$ cat src/rtl/pcirq_pkg.sv
package pcirq_pkg;
  typedef enum logic [1:0] {
    K_RISE = 2'd0,
    K_FALL = 2'd1,
    K_CAPT = 2'd2,
    K_CTRL = 2'd3
  } reg_kind_e;

  localparam int CTRL_EN_BIT  = 0;
  localparam int CTRL_SUM_BIT = 1;
endpackage

$ cat src/rtl/pcirq_sync.sv
module pcirq_sync #(
  parameter int W      = 8,
  parameter int STAGES = 2
) (
  input  logic         clk,
  input  logic         rst_n,
  input  logic [W-1:0] pin_i,
  output logic [W-1:0] rise_o,
  output logic [W-1:0] fall_o
);
  logic [STAGES-1:0][W-1:0] chain_q;
  logic [W-1:0]             prev_q;
  logic [W-1:0]             level;

  generate
    if (STAGES == 1) begin : g_single
      always_ff @(posedge clk or negedge rst_n) begin
        if (!rst_n) chain_q <= '0;
        else        chain_q <= pin_i;
      end
    end else begin : g_chain
      always_ff @(posedge clk or negedge rst_n) begin
        if (!rst_n) chain_q <= '0;
        else        chain_q <= {chain_q[STAGES-2:0], pin_i};
      end
    end
  endgenerate

  assign level = chain_q[STAGES-1];

  always_ff @(posedge clk or negedge rst_n) begin
    if (!rst_n) prev_q <= '0;
    else        prev_q <= level;
  end

  assign rise_o = level & ~prev_q;
  assign fall_o = ~level & prev_q;
endmodule

$ cat src/rtl/pcirq_group.sv
module pcirq_group #(
  parameter int           W    = 8,
  parameter logic [W-1:0] MASK = '1
) (
  input  logic         clk,
  input  logic         rst_n,
  input  logic [W-1:0] rise_i,
  input  logic [W-1:0] fall_i,
  input  logic         we_rise,
  input  logic         we_fall,
  input  logic         we_capt,
  input  logic [W-1:0] wdata,
  output logic [W-1:0] rise_arm_q,
  output logic [W-1:0] fall_arm_q,
  output logic [W-1:0] capt_q
);
  logic [W-1:0] hits;
  logic [W-1:0] capt_base;

  assign hits      = ((rise_i & rise_arm_q) | (fall_i & fall_arm_q)) & MASK;
  assign capt_base = we_capt ? wdata : capt_q;

  always_ff @(posedge clk or negedge rst_n) begin
    if (!rst_n) begin
      rise_arm_q <= '0;
      fall_arm_q <= '0;
      capt_q     <= '0;
    end else begin
      if (we_rise) rise_arm_q <= wdata & MASK;
      if (we_fall) fall_arm_q <= wdata & MASK;
      capt_q <= (capt_base & MASK) | hits;
    end
  end

  // Armed rising transitions must appear in the capture bits, even under a write
  p_rise_captured_r2: assert property (@(posedge clk) disable iff (!rst_n)
    ((rise_i & rise_arm_q & MASK) != '0) |=>
      ((capt_q & $past(rise_i & rise_arm_q & MASK)) == $past(rise_i & rise_arm_q & MASK)));

  // Armed falling transitions must appear in the capture bits
  p_fall_captured_r3: assert property (@(posedge clk) disable iff (!rst_n)
    ((fall_i & fall_arm_q & MASK) != '0) |=>
      ((capt_q & $past(fall_i & fall_arm_q & MASK)) == $past(fall_i & fall_arm_q & MASK)));

  // Without a write, a capture bit may only rise from an armed transition
  p_no_stray_capture_r4: assert property (@(posedge clk) disable iff (!rst_n)
    !we_capt |=> ((capt_q & ~$past(capt_q) & ~$past((rise_i & rise_arm_q) | (fall_i & fall_arm_q))) == '0));

  // Without a write, captured bits are sticky
  p_sticky_r2: assert property (@(posedge clk) disable iff (!rst_n)
    !we_capt |=> ((capt_q & $past(capt_q)) == $past(capt_q)));

  // Arm registers only move on their own write strobe
  p_arm_hold_r4: assert property (@(posedge clk) disable iff (!rst_n)
    (!we_rise && !we_fall) |=> ($stable(rise_arm_q) && $stable(fall_arm_q)));
endmodule

$ cat src/rtl/pin_change_irq.sv
module pin_change_irq
  import pcirq_pkg::*;
#(
  parameter int NUM_GROUPS = 4,
  parameter int GROUP_W    = 8,
  parameter int SYNC_STAGES = 2,
  parameter logic [NUM_GROUPS*GROUP_W-1:0] IMPL_MASK = 32'h08FF_FFFF,
  localparam int SEL_W  = (NUM_GROUPS > 1) ? $clog2(NUM_GROUPS) : 1,
  localparam int ADDR_W = SEL_W + 2,
  localparam int PINS_W = NUM_GROUPS * GROUP_W
) (
  input  logic               clk,
  input  logic               rst_n,
  input  logic [PINS_W-1:0]  pins_i,
  input  logic               reg_we,
  input  logic [ADDR_W-1:0]  reg_addr,
  input  logic [GROUP_W-1:0] reg_wdata,
  output logic [GROUP_W-1:0] reg_rdata,
  output logic               irq_o
);
  logic [SEL_W-1:0] sel;
  reg_kind_e        kind;
  logic             sel_ok;
  logic             ctrl_hit;
  logic             irq_en_q;
  logic             summary;

  logic [NUM_GROUPS-1:0][GROUP_W-1:0] rise_arm_all;
  logic [NUM_GROUPS-1:0][GROUP_W-1:0] fall_arm_all;
  logic [NUM_GROUPS-1:0][GROUP_W-1:0] capt_all;

  assign sel      = reg_addr[ADDR_W-1:2];
  assign kind     = reg_kind_e'(reg_addr[1:0]);
  assign sel_ok   = (32'(sel) < NUM_GROUPS);
  assign ctrl_hit = (kind == K_CTRL) && (sel == '0);

  genvar g;
  generate
    for (g = 0; g < NUM_GROUPS; g++) begin : g_grp
      logic [GROUP_W-1:0] rise_w;
      logic [GROUP_W-1:0] fall_w;
      logic               hit_g;

      assign hit_g = reg_we && (32'(sel) == g);

      pcirq_sync #(.W(GROUP_W), .STAGES(SYNC_STAGES)) u_sync (
        .clk    (clk),
        .rst_n  (rst_n),
        .pin_i  (pins_i[g*GROUP_W +: GROUP_W]),
        .rise_o (rise_w),
        .fall_o (fall_w)
      );

      pcirq_group #(.W(GROUP_W), .MASK(IMPL_MASK[g*GROUP_W +: GROUP_W])) u_grp (
        .clk        (clk),
        .rst_n      (rst_n),
        .rise_i     (rise_w),
        .fall_i     (fall_w),
        .we_rise    (hit_g && (kind == K_RISE)),
        .we_fall    (hit_g && (kind == K_FALL)),
        .we_capt    (hit_g && (kind == K_CAPT)),
        .wdata      (reg_wdata),
        .rise_arm_q (rise_arm_all[g]),
        .fall_arm_q (fall_arm_all[g]),
        .capt_q     (capt_all[g])
      );
    end
  endgenerate

  always_ff @(posedge clk or negedge rst_n) begin
    if (!rst_n)                  irq_en_q <= 1'b0;
    else if (reg_we && ctrl_hit) irq_en_q <= reg_wdata[CTRL_EN_BIT];
  end

  assign summary = |capt_all;
  assign irq_o   = summary & irq_en_q;

  always_comb begin
    reg_rdata = '0;
    if (sel_ok) begin
      unique case (kind)
        K_RISE: reg_rdata = rise_arm_all[sel];
        K_FALL: reg_rdata = fall_arm_all[sel];
        K_CAPT: reg_rdata = capt_all[sel];
        K_CTRL: if (ctrl_hit) begin
          reg_rdata[CTRL_EN_BIT]  = irq_en_q;
          reg_rdata[CTRL_SUM_BIT] = summary;
        end
      endcase
    end
  end

  // No capture bit set anywhere means no interrupt
  p_irq_quiet_r9: assert property (@(posedge clk) disable iff (!rst_n)
    (capt_all == '0) |-> !irq_o);

  // A control write never clears captured bits
  p_ctrl_keeps_capt_r7: assert property (@(posedge clk) disable iff (!rst_n)
    (reg_we && ctrl_hit) |=> ((capt_all & $past(capt_all)) == $past(capt_all)));
endmodule

$ cat config.mk
export PLATFORM = sky130hd
export DESIGN_NAME = pin_change_irq
export DESIGN_NICKNAME = d
export VERILOG_FILES = /design/src/rtl/pcirq_pkg.sv /design/src/rtl/pcirq_sync.sv /design/src/rtl/pcirq_group.sv /design/src/rtl/pin_change_irq.sv
export SDC_FILE = /design/constraint.sdc
export NUM_CORES = 1
export LEC_CHECK = 0
export ABC_AREA = 1
export BUFFER_PORTS_ARGS = -buffer_cell sky130_fd_sc_hd__buf_2
export CAP_MARGIN = 30
export CORE_UTILIZATION = 45
export CTS_CLUSTER_DIAMETER = 100
export DETAILED_ROUTE_END_ITERATION = 6
export MAX_ROUTING_LAYER = met4
export PLACE_DENSITY = 0.61
export SETUP_SLACK_MARGIN = 0.3
export SLEW_MARGIN = 40
export SYNTH_ARGS = -nofsm -noshare
export SYNTH_HDL_FRONTEND = slang
export SYNTH_SLANG_ARGS = --single-unit
$ cat constraint.sdc
create_clock -name clk -period 1.74 [get_ports clk]
set_clock_uncertainty 0.05 [all_clocks]
set_input_delay 0.348 -clock clk [delete_from_list [all_inputs] [get_ports clk]]
set_output_delay 0.348 -clock clk [all_outputs]
set_load 0.03 [all_outputs]
==> results.py, run 1 <==
metrics = {
    "clock_network": {
        "max-clock-path-buffers": 2,
        "cts_tree": "yes",
        "clk_pin_slew_worst_paths_ps": 60,
        "clock_latency_ps": 430,
        "clock_sinks": 151,
        "htreeDepth": 4,
        "numCtsBuffers": 17,
        "clockRootBuffer": "clkbuf_16",
    },
    "synth": {
        "syn_nets": 680,
        "synth_compound_area_share_pct": 11.69,
        "synth_mux_area_share_pct": 0,
        "ys_seq_area_share_pct": 63.18,
        "netlist_area_mm2": 0.005981,
        "synth_top_family_by_area": "simple AND/OR/NAND/NOR gates",
        "ys_async_sr_fraction_pct": 100.0,
        "syn-instance-count": 633,
        "synthAdderAreaFrac_pct": 0,
        "ys_types": 26,
        "synth_edf_count": 0,
        "synth-main-ff-cell": "dfrtp_1",
        "ys_warn_count": 0,
        "ys_ff_latch": 151,
        "synth_simple_gate_area_share_pct": 19.39,
        "avgSynthCellArea_um2": 9.448,
        "synth_xor_area_share_pct": 0,
    },
    "critical_path": {
        "cp.required_ps": 1340,
        "critPathKind": "reg2out",
        "arrival_ps": 1640,
        "endpoint_kind": "output pin",
        "cp_max_fo": 2,
        "worstSetupStartpointType": "register",
    },
    "timing": {
        "relSlewSlack_pct": 70.22,
        "hold_slack_ps": 110.2,
        "final_max_slew_viol_count": 0,
        "period_share_pct": 117.0,
        "finalHoldViolations": 0,
        "period_minus_slack_ps": 2036,
        "max_freq_mhz": 491.0,
        "grt_setup_unrepaired": "true",
        "fin_setup_tns_ps": -1115,
        "tightest_slew_ps": 446.8,
        "finalSetupViolCount": 9,
        "fin_ws_ps": -296.5,
    },
    "detailed_routing": {
        "wirelength_um": 15550,
        "num_vias": 5002,
        "dr.first_iter.drc_count": 363,
        "wl_per_cell_um": 16.04,
        "dr.pass1.iters": 5,
        "drcViolationCount": 0,
        "viasPerCell": 5.157,
        "antenna_left": 0,
    },
    "cells_and_area": {
        "fin_cells": 970,
        "n_fill_cell": 1014,
        "nNetsFinal": 832,
        "diodes": 0,
        "final_common_cell": "nand2_1",
        "mostFrequentLayoutCells": "176 x nand2_1, 151 x dfrtp_1, 68 x buf_4, 52 x o21ai_0, 47 x inv_1",
        "final_area_mm2": 0.008128,
        "area_growth_pct": 35.90,
        "drive_gt1_share_pct": 26.44,
    },
    "pwr": {
        "peakVddDrop_mv": 0.9282,
        "power_mw": 9.639,
        "powerDensity_mw_per_mm2": 1186,
        "p_leak_nw": 3.918,
    },
    "floorplan": {
        "boundaryPins": 56,
        "rows": 41,
        "dieArea_mm2": 0.01376,
        "start_util_pct": 46.82,
        "die_w_um": 117.3,
        "core_mm2": 0.01277,
        "chipHeight_um": 117.3,
    },
    "status": {
        "failed_checks": "setup timing",
        "outcome": "complete, but fails checks",
    },
    "placement": {
        "finalWeightedCongestion": 0.9171,
        "place_area_mm2": 0.006905,
        "dp_cells": 892,
        "dp_hpwl_um": 10460,
        "port_buffers": 48,
    },
    "global_routing": {
        "grt_pass1_wl_um": 24480,
        "grt_pass1_vias": 4841,
        "antenna_found_initial": 0,
        "grt_max_degree": 46,
        "grt_util_all_layers_pct": 25.35,
        "grt.overflow.total": 0,
    },
    "min_path": {
        "hp-class": "in2reg",
    },
    "job": {
        "maxCapViolations": 0,
    },
}
cells in the mapped netlist (3+ instances only):
| cell | count | share of area [%] |
|---|---|---|
| nor3_1 | 7 | 0.59 |
| nor2_1 | 46 | 2.9 |
| inv_1 | 63 | 4.0 |
| o2111ai_1 | 7 | 1.0 |
| nand2_2 | 3 | 0.31 |
| clkbuf_1 | 4 | 0.25 |
| o21ai_0 | 63 | 5.3 |
| nand3_1 | 31 | 2.6 |
| o211ai_1 | 22 | 2.8 |
| buf_2 | 10 | 0.84 |
| inv_2 | 3 | 0.19 |
| a31oi_1 | 8 | 0.84 |
| dfrtp_1 | 151 | 63 |
| a21oi_1 | 14 | 1.2 |
| nand2_1 | 184 | 12 |
flip-flops by register name, summed over array words and instances (netlist names):
signal / count
g_grp.u_grp.capt_q: 25
g_grp.u_grp.fall_arm_q: 25
g_grp.u_grp.rise_arm_q: 25
g_grp.u_sync.chain_q: 25
g_grp.u_sync.level: 25
g_grp.u_sync.prev_q: 25
irq_en_q: 1
stage by stage:
stage          utilization, %  setup slack, ps
6_report                63.63           -296.5
5_1_grt                 63.63           -355.8
4_1_cts                 62.91           -334.5
3_5_place_dp            54.06           -213.0
3_3_place_gp            54.06           -173.6
2_1_floorplan               -            113.6
metal layers:
metal,vias to the layer above,track usage (%),part of all wire [%]
met5,-,-,0
met4,0,9.283,2.0
met3,29,7.364,6.2
met2,167,37.96,47
met1,2433,32.77,45
li1,2373,-,-
final timing paths:
kind | from | to | slack (ps) | cells past startpoint
setup / recovery | g_grp[2].u_grp.capt_q[6] | reg_rdata[1] | -300 | 9
max in group asynchronous | rst_n | g_grp[1].u_grp.rise_arm_q[7] | 700 | 3
hold / removal | reg_wdata[4] | g_grp[2].u_grp.fall_arm_q[4] | 110 | 3
min in group asynchronous | rst_n | g_grp[1].u_sync.level[1] | 370 | 2
setup reg to reg | g_grp[3].u_grp.rise_arm_q[3] | g_grp[3].u_grp.capt_q[3] | 510 | 7
hold reg to reg | g_grp[2].u_sync.chain_q[4] | g_grp[2].u_sync.level[4] | 290 | 0
worst max-delay path, cell delays in order, from the launching register on:
cell and delay [ps]:
dfrtp_1 400, inv_2 80, nand2_1 80, nor2_2 110
nand2_1 70, nor2_2 100, nand2_1 70, nand2_2 80
nand3_4 70, buf_6 140
timing repair:
action / CTS / global route
hold endpoints to repair: 66 / 0
gates resized for setup: 58 / 14
hold buffers: 26 / 0
setup endpoints to repair: 9 / 9
pin swaps: 24 / 15
setup buffers: 11 / 9
power breakdown:
part	internal, mW	switching, mW	leakage, nW
clock	2.49	1.49	0.302
combinational	0.642	0.763	1.87
sequential	3.95	0.308	1.75
total	7.08	2.56	3.92
kinds of logic (layout without fill, tap and decap cells):
logic type,Yosys count,in the layout
simple gates,279,279
buf+inv,84,249
flops,151,151
compound gates,119,119
layout make-up:
| class | count | area [um^2] | area share, % |
|---|---|---|---|
| sequential | 151 | 3779 | 46.49 |
| multi-input combinational | 398 | 1994 | 24.54 |
| clock inverter | 13 | 193.9 | 2.386 |
| tap | 172 | 215.2 | 2.648 |
| inverter | 66 | 262.8 | 3.233 |
| clock buffer | 19 | 452.9 | 5.573 |
| timing repair buffer | 151 | 1230 | 15.13 |
(Power assumes the default switching activity.)
==> run 2: changes to the inputs <==
--- a/config.mk
+++ b/config.mk
@@ -12,7 +12,7 @@
 export CTS_CLUSTER_DIAMETER = 100
 export DETAILED_ROUTE_END_ITERATION = 6
 export MAX_ROUTING_LAYER = met4
-export PLACE_DENSITY = 0.61
+export PLACE_DENSITY = 0.64
 export SETUP_SLACK_MARGIN = 0.3
 export SLEW_MARGIN = 40
 export SYNTH_ARGS = -nofsm -noshare
==> constraint.sdc (replaced) <==
create_clock -name clk -period 1.7 [get_ports clk]
set_clock_uncertainty 0.05 [all_clocks]
set_input_delay 0.34 -clock clk [delete_from_list [all_inputs] [get_ports clk]]
set_output_delay 0.34 -clock clk [all_outputs]
set_load 0.03 [all_outputs]
==> results.py, run 2 (synthesis results as in run 1) <==
metrics = {
    "cells_and_area": {
        "nNetsFinal": 838,
        "drive_gt1_share_pct": 26.37,
        "area_growth_pct": 37.97,
        "fin_cells": 976,
        "final_common_cell": "nand2_1",
        "diodes": 0,
        "mostFrequentLayoutCells": "176 x nand2_1, 151 x dfrtp_1, 52 x inv_1, 52 x o21ai_0, 52 x buf_4",
    },
    "critical_path": {
        "critPathKind": "reg2out",
        "crit_slowest_cell": "dfrtp_1",
        "cp_max_fo": 2,
        "cp.required_ps": 1310,
        "arrival_ps": 1630,
        "rrSetupSlack_ps": 40,
        "r2r_end": "g_grp[3].u_grp.capt_q[3]",
        "reg2regPathDepth": 12,
        "startpoint": "g_grp[1].u_grp.capt_q[7]",
        "endpoint_kind": "output pin",
        "r2r_start": "g_grp[3].u_grp.rise_arm_q[3]",
        "slowest_delay_ps": 390,
        "cp-endpoint": "reg_rdata[1]",
        "worstSetupStartpointType": "register",
        "cp_cell_sequence": "inv_2 > nand2_2 > nor2_4 > nand2_1 > nor2_2 > nand2_1 > nand2_2 > nand3_4 > buf_6",
    },
    "global_routing": {
        "grt_util_all_layers_pct": 26.07,
        "grt.overflow.total": 0,
        "grt_pass1_vias": 5070,
        "antenna_found_initial": 0,
        "grt_max_degree": 44,
        "grt_pass1_wl_um": 25190,
    },
    "clock_network": {
        "htreeDepth": 4,
        "max-clock-path-buffers": 2,
        "clockRootBuffer": "clkbuf_16",
        "clock_latency_ps": 430,
        "clock_sinks": 151,
        "clk_pin_slew_worst_paths_ps": 60,
        "cts_tree": "yes",
        "numCtsBuffers": 17,
    },
    "min_path": {
        "hp-class": "in2reg",
    },
    "placement": {
        "dp_hpwl_um": 10580,
        "dp_cells": 893,
        "finalWeightedCongestion": 0.9014,
        "port_buffers": 48,
    },
    "job": {
        "maxCapViolations": 0,
    },
    "timing": {
        "grt_setup_unrepaired": "true",
        "max_freq_mhz": 496.2,
        "tightest_slew_ps": 447.6,
        "fin_ws_ps": -315.1,
        "finalSetupViolCount": 9,
        "period_minus_slack_ps": 2015,
        "relSlewSlack_pct": 70.16,
        "final_max_slew_viol_count": 0,
        "hold_slack_ps": 104.2,
        "period_share_pct": 118.5,
        "finalHoldViolations": 0,
    },
    "pwr": {
        "peakVddDrop_mv": 0.9140,
        "power_mw": 9.487,
        "powerDensity_mw_per_mm2": 1150,
        "p_leak_nw": 3.973,
    },
    "status": {
        "failed_checks": "setup timing",
        "outcome": "complete, but fails checks",
    },
    "detailed_routing": {
        "dr.first_iter.drc_count": 370,
        "viasPerCell": 5.184,
        "wirelength_um": 15750,
        "dr.pass1.iters": 5,
        "drcViolationCount": 0,
        "antenna_left": 0,
        "wl_per_cell_um": 16.14,
        "num_vias": 5060,
    },
    "floorplan": {
        "boundaryPins": 56,
        "core_mm2": 0.01277,
        "chipHeight_um": 117.3,
        "start_util_pct": 46.82,
        "dieArea_mm2": 0.01376,
        "die_w_um": 117.3,
        "rows": 41,
    },
}
## run 2: cell types whose count changed in the layout (fill, tap and decap cells not counted), sizes merged
cell,change
clkinv,+1
clkbuf,+1
inv,+2
clkinvlp,-1
buf,+6
bufinv,-3
## run 2: power by group
| part | total (mW) | internal [mW] | switching [mW] | leakage (nW) |
|---|---|---|---|---|
| Combinational | 1.55 | 0.739 | 0.809 | 1.96 |
| Sequential | 4.35 | 4.04 | 0.311 | 1.75 |
| Clock | 3.58 | 2.07 | 1.51 | 0.269 |
| Total | 9.49 | 6.85 | 2.63 | 3.97 |
## run 2: cell type report
| cell class | instances | area (um^2) |
|---|---|---|
| clock buffer | 20 | 446.7 |
| clock inverter | 12 | 117.6 |
| fill | 1016 | 4522 |
| inverter | 66 | 260.3 |
| multi-input combinational | 398 | 2022 |
| sequential | 151 | 3779 |
| tap | 172 | 215.2 |
| timing repair buffer | 157 | 1411 |
## run 2: worst min-delay path by stage
stage / from / to / slack (ps) / depth (start not counted)
3_5_place_dp: rst_n / g_grp[2].u_sync.level[1] / 250 / 1
4_1_cts: reg_wdata[4] / g_grp[1].u_grp.fall_arm_q[4] / 90 / 3
3_3_place_gp: rst_n / g_grp[2].u_sync.prev_q[1] / 250 / 1
2_1_floorplan: rst_n / g_grp[0].u_grp.capt_q[0] / -6 / 0
6_report: reg_wdata[4] / g_grp[1].u_grp.fall_arm_q[4] / 100 / 3
5_1_grt: reg_wdata[4] / g_grp[1].u_grp.fall_arm_q[4] / 120 / 3
## run 2: repair_timing
action | 4_1_cts | 5_1_grt
gates cloned | 1 | 0
endpoints found under the setup margin | 9 | 13
endpoints found under the hold margin | 64 | 0
gates resized for setup | 51 | 34
hold buffers | 26 | 0
buffers inserted | 15 | 9
pin swaps | 24 | 22
## run 2: layer usage
metal  routed length (um)  vias to the layer above  track usage (%)
met1                 6761                     2432            32.54
met4                  530                        0            13.00
met5                    0                        -                -
met2                 7370                      202            39.57
met3                 1087                       45            6.540
li1                     -                     2381                -
## run 2: stage by stage
step	setup WS (ps)	setup TNS (ps)	instance area (um^2)	util, %
finish	-315.1	-1575	8252	64.60
detailed placement	-238.5	-1750	6988	54.71
floorplan	89.60	0	6092	-
global placement	-201.1	-1358	6988	54.71
CTS	-342.4	-1738	8070	63.18
global route	-432.7	-2329	8252	64.60
## run 2: worst max-delay path, delay by kind of cell (launching register included)
kind | cells | cell delay (ps)
and+or+nand+nor | 7 | 580
buffers and inverters | 2 | 220
DFF | 1 | 390
